--- config.mk ---
export PLATFORM = sky130hd
export DESIGN_NAME = dram_user_front
export DESIGN_NICKNAME = d
export VERILOG_FILES = /design/src/rtl/dfe_pkg.sv /design/src/rtl/dfe_fifo.sv /design/src/rtl/dfe_addr_split.sv /design/src/rtl/dfe_rob.sv /design/src/rtl/dram_user_front.sv
export SDC_FILE = /design/constraint.sdc
export NUM_CORES = 1
export LEC_CHECK = 0
export CORE_UTILIZATION = 60
export DETAILED_ROUTE_END_ITERATION = 16
export GPL_TIMING_DRIVEN = 0
export HOLD_SLACK_MARGIN = 0.03
export PLACE_DENSITY = 0.81
export SLEW_MARGIN = 10
export SYNTH_ARGS = -nofsm -noshare
export SYNTH_HDL_FRONTEND = slang
export SYNTH_SLANG_ARGS = --single-unit
export TNS_END_PERCENT = 100
--- constraint.sdc ---
create_clock -name clk -period 10.2 [get_ports clk]
set_input_delay 1.02 -clock clk [delete_from_list [all_inputs] [get_ports clk]]
set_output_delay 1.02 -clock clk [all_outputs]
set_load 0.02 [all_outputs]
--- src/rtl/dfe_pkg.sv ---
package dfe_pkg;
    typedef enum logic {
        ORDER_BRC,
        ORDER_RBC
    } addr_order_e;

    typedef enum logic {
        PH_IDLE,
        PH_STREAM
    } phase_e;
endpackage

--- src/rtl/dfe_fifo.sv ---
module dfe_fifo #(
    parameter int WIDTH = 8,
    parameter int DEPTH = 4
) (
    input  logic             clk,
    input  logic             rst_n,
    input  logic             push,
    input  logic [WIDTH-1:0] din,
    input  logic             pop,
    output logic [WIDTH-1:0] dout,
    output logic             full,
    output logic             empty
);
    localparam int PW = (DEPTH > 1) ? $clog2(DEPTH) : 1;
    localparam int CW = $clog2(DEPTH + 1);

    typedef struct packed {
        logic [PW-1:0] wp;
        logic [PW-1:0] rp;
        logic [CW-1:0] cnt;
    } ptr_t;

    ptr_t s_d, s_q;
    logic [WIDTH-1:0] mem_q [DEPTH];
    logic do_push, do_pop;

    function automatic logic [PW-1:0] bump(input logic [PW-1:0] p);
        return (p == PW'(DEPTH - 1)) ? '0 : p + 1'b1;
    endfunction

    assign full    = (s_q.cnt == CW'(DEPTH));
    assign empty   = (s_q.cnt == '0);
    assign do_push = push && !full;
    assign do_pop  = pop && !empty;
    assign dout    = mem_q[s_q.rp];

    always_comb begin
        s_d = s_q;
        if (do_push) s_d.wp = bump(s_q.wp);
        if (do_pop)  s_d.rp = bump(s_q.rp);
        s_d.cnt = s_q.cnt + CW'(do_push) - CW'(do_pop);
    end

    always_ff @(posedge clk or negedge rst_n) begin
        if (!rst_n) s_q <= '0;
        else        s_q <= s_d;
    end

    always_ff @(posedge clk) begin
        if (do_push) mem_q[s_q.wp] <= din;
    end
endmodule

--- src/rtl/dfe_addr_split.sv ---
module dfe_addr_split
    import dfe_pkg::*;
#(
    parameter int          ROW_W  = 15,
    parameter int          BANK_W = 3,
    parameter int          COL_W  = 10,
    parameter addr_order_e ORDER  = ORDER_BRC,
    localparam int         ADDR_W = ROW_W + BANK_W + COL_W
) (
    input  logic [ADDR_W-1:0] addr,
    output logic [BANK_W-1:0] bank,
    output logic [ROW_W-1:0]  row,
    output logic [COL_W-1:0]  col
);
    // Column always occupies the low bits; the order of the upper two fields
    // is fixed at build time.
    assign col = addr[COL_W-1:0];

    generate
        if (ORDER == ORDER_BRC) begin : g_brc
            assign row  = addr[COL_W +: ROW_W];
            assign bank = addr[COL_W + ROW_W +: BANK_W];
        end else begin : g_rbc
            assign bank = addr[COL_W +: BANK_W];
            assign row  = addr[COL_W + BANK_W +: ROW_W];
        end
    endgenerate
endmodule

--- src/rtl/dfe_rob.sv ---
module dfe_rob #(
    parameter int DATA_W = 32,
    parameter int TAG_W  = 2,
    parameter int BEATS  = 2
) (
    input  logic              clk,
    input  logic              rst_n,
    input  logic              alloc,
    output logic              avail,
    output logic [TAG_W-1:0]  alloc_tag,
    input  logic              rsp_valid,
    input  logic [TAG_W-1:0]  rsp_tag,
    input  logic [DATA_W-1:0] rsp_data,
    input  logic              rsp_last,
    output logic              out_valid,
    output logic [DATA_W-1:0] out_data,
    output logic              out_last
);
    localparam int NTAG = 1 << TAG_W;
    localparam int BW   = (BEATS > 1) ? $clog2(BEATS) : 1;
    localparam int UW   = $clog2(NTAG + 1);

    typedef struct packed {
        logic [TAG_W-1:0]          head;
        logic [TAG_W-1:0]          tail;
        logic [UW-1:0]             used;
        logic [BW-1:0]             obeat;
        logic [NTAG-1:0]           done;
        logic [NTAG-1:0][BW-1:0]   wcnt;
        logic [NTAG-1:0][BW-1:0]   lastidx;
    } rob_t;

    rob_t s_d, s_q;
    logic [DATA_W-1:0] mem_q [NTAG][BEATS];
    logic free;

    assign avail     = (s_q.used != UW'(NTAG));
    assign alloc_tag = s_q.tail;
    assign out_valid = s_q.done[s_q.head];
    assign out_data  = mem_q[s_q.head][s_q.obeat];
    assign out_last  = out_valid && (s_q.obeat == s_q.lastidx[s_q.head]);

    always_comb begin
        s_d  = s_q;
        free = 1'b0;
        if (alloc && avail) s_d.tail = s_q.tail + 1'b1;
        if (rsp_valid) begin
            if (rsp_last) begin
                s_d.done[rsp_tag]    = 1'b1;
                s_d.lastidx[rsp_tag] = s_q.wcnt[rsp_tag];
                s_d.wcnt[rsp_tag]    = '0;
            end else begin
                s_d.wcnt[rsp_tag] = s_q.wcnt[rsp_tag] + 1'b1;
            end
        end
        if (out_valid) begin
            if (out_last) begin
                s_d.done[s_q.head] = 1'b0;
                s_d.head           = s_q.head + 1'b1;
                s_d.obeat          = '0;
                free               = 1'b1;
            end else begin
                s_d.obeat = s_q.obeat + 1'b1;
            end
        end
        s_d.used = s_q.used + UW'(alloc && avail) - UW'(free);
    end

    always_ff @(posedge clk or negedge rst_n) begin
        if (!rst_n) s_q <= '0;
        else        s_q <= s_d;
    end

    always_ff @(posedge clk) begin
        if (rsp_valid) mem_q[rsp_tag][s_q.wcnt[rsp_tag]] <= rsp_data;
    end
endmodule

--- src/rtl/dram_user_front.sv ---
module dram_user_front
    import dfe_pkg::*;
#(
    parameter int          ROW_W       = 15,
    parameter int          BANK_W      = 3,
    parameter int          COL_W       = 10,
    parameter int          DATA_W      = 32,
    parameter int          CMDQ_DEPTH  = 4,
    parameter int          WDQ_DEPTH   = 8,
    parameter int          TAG_W       = 2,
    parameter int          BURST_WORDS = 2,
    parameter addr_order_e ADDR_ORDER  = ORDER_BRC,
    localparam int         ADDR_W      = ROW_W + BANK_W + COL_W,
    localparam int         MASK_W      = DATA_W / 8
) (
    input  logic              clk,
    input  logic              rst_n,
    input  logic              usr_cmd_en,
    input  logic              usr_cmd_wr,
    input  logic [ADDR_W-1:0] usr_addr,
    output logic              usr_cmd_rdy,
    input  logic              usr_wd_en,
    input  logic [DATA_W-1:0] usr_wd_data,
    input  logic [MASK_W-1:0] usr_wd_mask,
    input  logic              usr_wd_last,
    output logic              usr_wd_rdy,
    output logic              usr_rd_valid,
    output logic [DATA_W-1:0] usr_rd_data,
    output logic              usr_rd_last,
    output logic              dn_req_valid,
    input  logic              dn_req_ready,
    output logic              dn_req_wr,
    output logic [BANK_W-1:0] dn_req_bank,
    output logic [ROW_W-1:0]  dn_req_row,
    output logic [COL_W-1:0]  dn_req_col,
    output logic [TAG_W-1:0]  dn_req_tag,
    output logic              dn_wd_valid,
    output logic [DATA_W-1:0] dn_wd_data,
    output logic [MASK_W-1:0] dn_wd_mask,
    output logic              dn_wd_last,
    input  logic              dn_rsp_valid,
    input  logic [TAG_W-1:0]  dn_rsp_tag,
    input  logic [DATA_W-1:0] dn_rsp_data,
    input  logic              dn_rsp_last
);
    localparam int BCW = $clog2(WDQ_DEPTH + 1);

    typedef struct packed {
        logic              wr;
        logic [BANK_W-1:0] bank;
        logic [ROW_W-1:0]  row;
        logic [COL_W-1:0]  col;
        logic [TAG_W-1:0]  tag;
    } cmd_t;

    typedef struct packed {
        logic [DATA_W-1:0] data;
        logic [MASK_W-1:0] mask;
        logic              last;
    } word_t;

    typedef struct packed {
        phase_e         phase;
        logic [BCW-1:0] bursts;   // complete end-marked bursts held in the data queue
    } ctl_t;

    ctl_t ctl_d, ctl_q;

    logic [BANK_W-1:0] sp_bank;
    logic [ROW_W-1:0]  sp_row;
    logic [COL_W-1:0]  sp_col;
    cmd_t  cq_in, cq_out;
    word_t wq_in, wq_out;
    logic  cq_full, cq_empty, cq_pop;
    logic  wq_full, wq_empty, wq_pop;
    logic  rob_avail;
    logic [TAG_W-1:0] rob_tag;
    logic  cmd_take, wd_take;

    dfe_addr_split #(
        .ROW_W (ROW_W),
        .BANK_W(BANK_W),
        .COL_W (COL_W),
        .ORDER (ADDR_ORDER)
    ) u_split (
        .addr(usr_addr),
        .bank(sp_bank),
        .row (sp_row),
        .col (sp_col)
    );

    // Command acceptance
    assign usr_cmd_rdy = !cq_full && rob_avail;
    assign cmd_take    = usr_cmd_en && usr_cmd_rdy;

    always_comb begin
        cq_in.wr   = usr_cmd_wr;
        cq_in.bank = sp_bank;
        cq_in.row  = sp_row;
        cq_in.col  = sp_col;
        cq_in.tag  = usr_cmd_wr ? '0 : rob_tag;
    end

    dfe_fifo #(
        .WIDTH($bits(cmd_t)),
        .DEPTH(CMDQ_DEPTH)
    ) u_cmdq (
        .clk  (clk),
        .rst_n(rst_n),
        .push (cmd_take),
        .din  (cq_in),
        .pop  (cq_pop),
        .dout (cq_out),
        .full (cq_full),
        .empty(cq_empty)
    );

    // Write data acceptance
    assign usr_wd_rdy = !wq_full;
    assign wd_take    = usr_wd_en && usr_wd_rdy;

    always_comb begin
        wq_in.data = usr_wd_data;
        wq_in.mask = usr_wd_mask;
        wq_in.last = usr_wd_last;
    end

    dfe_fifo #(
        .WIDTH($bits(word_t)),
        .DEPTH(WDQ_DEPTH)
    ) u_wdq (
        .clk  (clk),
        .rst_n(rst_n),
        .push (wd_take),
        .din  (wq_in),
        .pop  (wq_pop),
        .dout (wq_out),
        .full (wq_full),
        .empty(wq_empty)
    );

    // Issue and pairing control
    always_comb begin
        ctl_d        = ctl_q;
        dn_req_valid = 1'b0;
        dn_wd_valid  = 1'b0;
        cq_pop       = 1'b0;
        wq_pop       = 1'b0;
        case (ctl_q.phase)
            PH_IDLE: begin
                dn_req_valid = !cq_empty && (!cq_out.wr || (ctl_q.bursts != '0));
                if (dn_req_valid && dn_req_ready) begin
                    cq_pop = 1'b1;
                    if (cq_out.wr) ctl_d.phase = PH_STREAM;
                end
            end
            PH_STREAM: begin
                dn_wd_valid = !wq_empty;
                wq_pop      = dn_wd_valid;
                if (dn_wd_valid && wq_out.last) ctl_d.phase = PH_IDLE;
            end
            default: ctl_d.phase = PH_IDLE;
        endcase
        ctl_d.bursts = ctl_q.bursts + BCW'(wd_take && usr_wd_last)
                                    - BCW'(dn_wd_valid && wq_out.last);
    end

    always_ff @(posedge clk or negedge rst_n) begin
        if (!rst_n) begin
            ctl_q.phase  <= PH_IDLE;
            ctl_q.bursts <= '0;
        end else begin
            ctl_q <= ctl_d;
        end
    end

    assign dn_req_wr   = cq_out.wr;
    assign dn_req_bank = cq_out.bank;
    assign dn_req_row  = cq_out.row;
    assign dn_req_col  = cq_out.col;
    assign dn_req_tag  = cq_out.tag;
    assign dn_wd_data  = wq_out.data;
    assign dn_wd_mask  = wq_out.mask;
    assign dn_wd_last  = wq_out.last;

    // In-order read return
    dfe_rob #(
        .DATA_W(DATA_W),
        .TAG_W (TAG_W),
        .BEATS (BURST_WORDS)
    ) u_rob (
        .clk      (clk),
        .rst_n    (rst_n),
        .alloc    (cmd_take && !usr_cmd_wr),
        .avail    (rob_avail),
        .alloc_tag(rob_tag),
        .rsp_valid(dn_rsp_valid),
        .rsp_tag  (dn_rsp_tag),
        .rsp_data (dn_rsp_data),
        .rsp_last (dn_rsp_last),
        .out_valid(usr_rd_valid),
        .out_data (usr_rd_data),
        .out_last (usr_rd_last)
    );
endmodule

==> out/qor.txt <==
Clock sinks -> 718
CTS Hold Bufs -> 0
Grt ovf -> 0
Drt drc -> 0
HPWL after DPL -> 35900 um
Peak per-stage delay on the critical path -> 0.70 ns
CTS max path bufs -> 3
Fin Hold WS -> 0.326 ns
Clock skew -> 0.0195 ns
Mapped Cells -> 1255
Yosys Warn Count -> 0
Avg WL per Cell -> 25.5 um
First-pass GRT wire length -> 86100 um
MaxCap Viol Count -> 0
Largest net degree at the start of global routing -> 29
Lkg Pwr -> 11.1 nW
FP Rows -> 78
Yosys reg bits -> 718
CP Capture Point -> dn_wd_data[13]
Synth top area share -> 73.8%
Storage element area -> 21400 sq um
Die area -> 46700 sq um
Final setup TNS -> 0 ns
Routability cong. -> 0.744
Routed via count -> 13400
Register-to-register setup slack -> 7.20 ns
Synth unique cells -> 38
Cell mode on critical path -> clkbuf_1
CTS root buf -> clkbuf_16
Mapped Nets -> 1394
Detailed router's first-iteration violation count -> 1089
Die extent in x -> 216 um
Nature of the critical path endpoint -> output port
Final ANT Viol Nets -> 0
Layout Nets -> 1719
Synth area leaders -> edfxtp_1 (74%), mux4_2 (14%), dfrtp_1 (3.8%), mux2_2 (1.9%), nand2_1 (1.6%)
Area of the multi-input gates -> 5890 sq um
Clk slew on worst S/H paths -> 0.06 ns
Die Y -> 216 um
CTS tree -> built
Min-Delay Path Class -> input pin to async pin
Worst EP arrival -> 3.55 ns
Final Max Slew Viols -> 0
DR vias/cell -> 5.99
Vias in the first global route -> 14200
Setup crit start -> u_wdq.s_q[5]
Crit path depth -> 5
Critical path's top delay family -> buffers and inverters
Setup CP Type -> flip-flop to output port
Clock latency on the worst-skew pair -> 0.61 ns
Maximum vdd drop -> 0.000207 V
H-tree Lvls -> 3
PostCTS Resize Cnt -> 0
P per Cell Area -> 290 nW/um^2
Slew @ Worst Pin -> 0.927 ns
Top Ports -> 213
Total CTS buffers -> 71
Avg Cell Area, Syn -> 21.9 sq um
Area grow syn2layout -> 20.5%
Hold Vio Cnt, Final -> 0
Layout cells sized above 1 -> 24.4%
Critical path peak fanout -> 10
Worst path cell trace -> clkbuf_1 -> clkbuf_1 -> mux4_2 -> mux2_2 -> clkdlybuf4s50_1
Fill cells -> 2492
Slew headroom -> 37.9%
FF-to-FF End -> u_rob.s_q[15]
RSZ-0062 raised after global routing -> no
Sequential cell area fraction in the yosys report -> 77.6%
Top_reg_cell synth -> edfxtp_1
Period minus WS final -> 4.57 ns
Gr usage total -> 25.1%
Post-synth top area cell -> edfxtp_1
Startpoint type of the worst setup path -> flip-flop
Status -> finished clean
Number of synthesized flops with an enable pin -> 676
Initial core utilization -> 60.8%
CP bufs+invs -> 3
Crit Reg-Reg Startpoint -> u_rob.s_q[18]
FF-to-FF path depth -> 11
Count of final setup violators -> 0
Post-synthesis cell area -> 27500 sq um
PortBufs -> 210
Critical-path cell with the highest stage delay -> clkbuf_1
Final critical-path share of the clock period -> 44.8%
Setup Buffers After CTS -> 0
Max Clk Rate -> 219 MHz
Post-Route WL -> 57200 um
Synth async-reset ratio -> 5.85%
Initial antenna violation count -> 5
1st-pass router iterations -> 4
CORE AREA -> 45300 sq um
Worst path required time -> 9.18 ns
[final cells by class]
type                            count  share of cell area, %
Antenna cell                        6                 0.0453
Multi-Input combinational cell    450                   17.8
Inverter                           31                  0.351
Sequential cell                   718                   64.4
Tap cell                          600                   2.26
Clock buffer                       87                   5.66
Timing Repair Buffer              252                   8.08
Buffer                             56                  0.751
Clock inverter                     40                  0.724
[Yosys cell counts (2+ instances only)]
master / count
nand2_1: 114
buf_1: 9
buf_2: 19
dfrtp_1: 42
inv_1: 30
clkbuf_1: 26
o21ai_0: 7
and2_1: 10
a21oi_1: 8
ha_1: 28
nand3_1: 3
nor2b_1: 4
xor2_1: 4
nand2b_1: 2
a21o_1: 2
xnor2_1: 8
mux2_4: 2
a22oi_1: 2
nor3_1: 5
edfxtp_1: 676
buf_6: 2
nor2_1: 15
fa_1: 4
mux2_2: 47
mux4_2: 172
or2_2: 2
[through the flow]
step                      total power, mW  cells  instance area, sq um  worst slack [ns]  utilization, %
after global placement               7.09   2065                 30400              1.07            67.1
after floorplan                      5.92   1255                 27500              5.02               -
after detailed placement             7.27   2107                 31000              6.34            68.5
after CTS                            9.71   2234                 33200              5.66            73.2
after global routing                 10.0   2236                 33200              5.59            73.2
final                                9.62   2240                 33200              5.63            73.3
[metal layers]
| layer | routed length, um | vias up | global-route usage (%) |
|---|---|---|---|
| met1 | 21700 | 7048 | 33.0 |
| met5 | 0 | - | 0 |
| met3 | 4230 | 93 | 5.59 |
| met2 | 29900 | 509 | 42.1 |
| li1 | - | 5767 | - |
| met4 | 1360 | 0 | 8.52 |
[registers in the layout, indices dropped and copies added, names as in the netlist, named ones only]
| name | cells |
|---|---|
| u_cmdq.s_q | 7 |
| u_rob.s_q | 10 |
| u_cmdq.mem_q | 124 |
| u_wdq.mem_q | 296 |
| u_rob.mem_q | 256 |
| u_rob.alloc_tag | 2 |
| ctl_q | 5 |
| u_wdq.s_q | 10 |
[report_power, final]
| group | internal (mW) | switching (mW) |
|---|---|---|
| logic | 1.63 | 1.78 |
| clock network | 1.36 | 1.06 |
| registers | 3.65 | 0.138 |
[worst min-delay path by stage]
| stage | to | depth (start not counted) |
|---|---|---|
| floorplan | u_rob.alloc_tag[0] | 1 |
| global placement | u_rob.alloc_tag[0] | 1 |
| detailed placement | u_rob.alloc_tag[1] | 1 |
| CTS | u_cmdq.s_q[4] | 1 |
| global route | u_cmdq.s_q[3] | 1 |
| finish | u_cmdq.s_q[3] | 1 |
[cells in the final DEF (no fill, tap or decap), types with 15 or more instances in the layout]
cell type / n
inv_1: 30
mux4_2: 172
edfxtp_1: 676
buf_12: 15
clkinv_1: 23
clkdlybuf4s50_1: 209
mux2_2: 47
buf_2: 22
dfrtp_1: 42
ha_1: 28
clkbuf_16: 73
clkbuf_1: 40
nand2_1: 114
[cell families after synthesis]
kind of cell	Yosys count	share of synthesized area, %
AO/OA/AOI/OAI	22	0.500
XOR/XNOR	12	0.382
adder cells (fa/ha/maj)	32	1.56
buffers and inverters	87	1.33
flip-flops	718	77.6
multiplexers	222	16.1
AND/OR/NAND/NOR	162	2.50
Power figures use the tool's default switching activity.
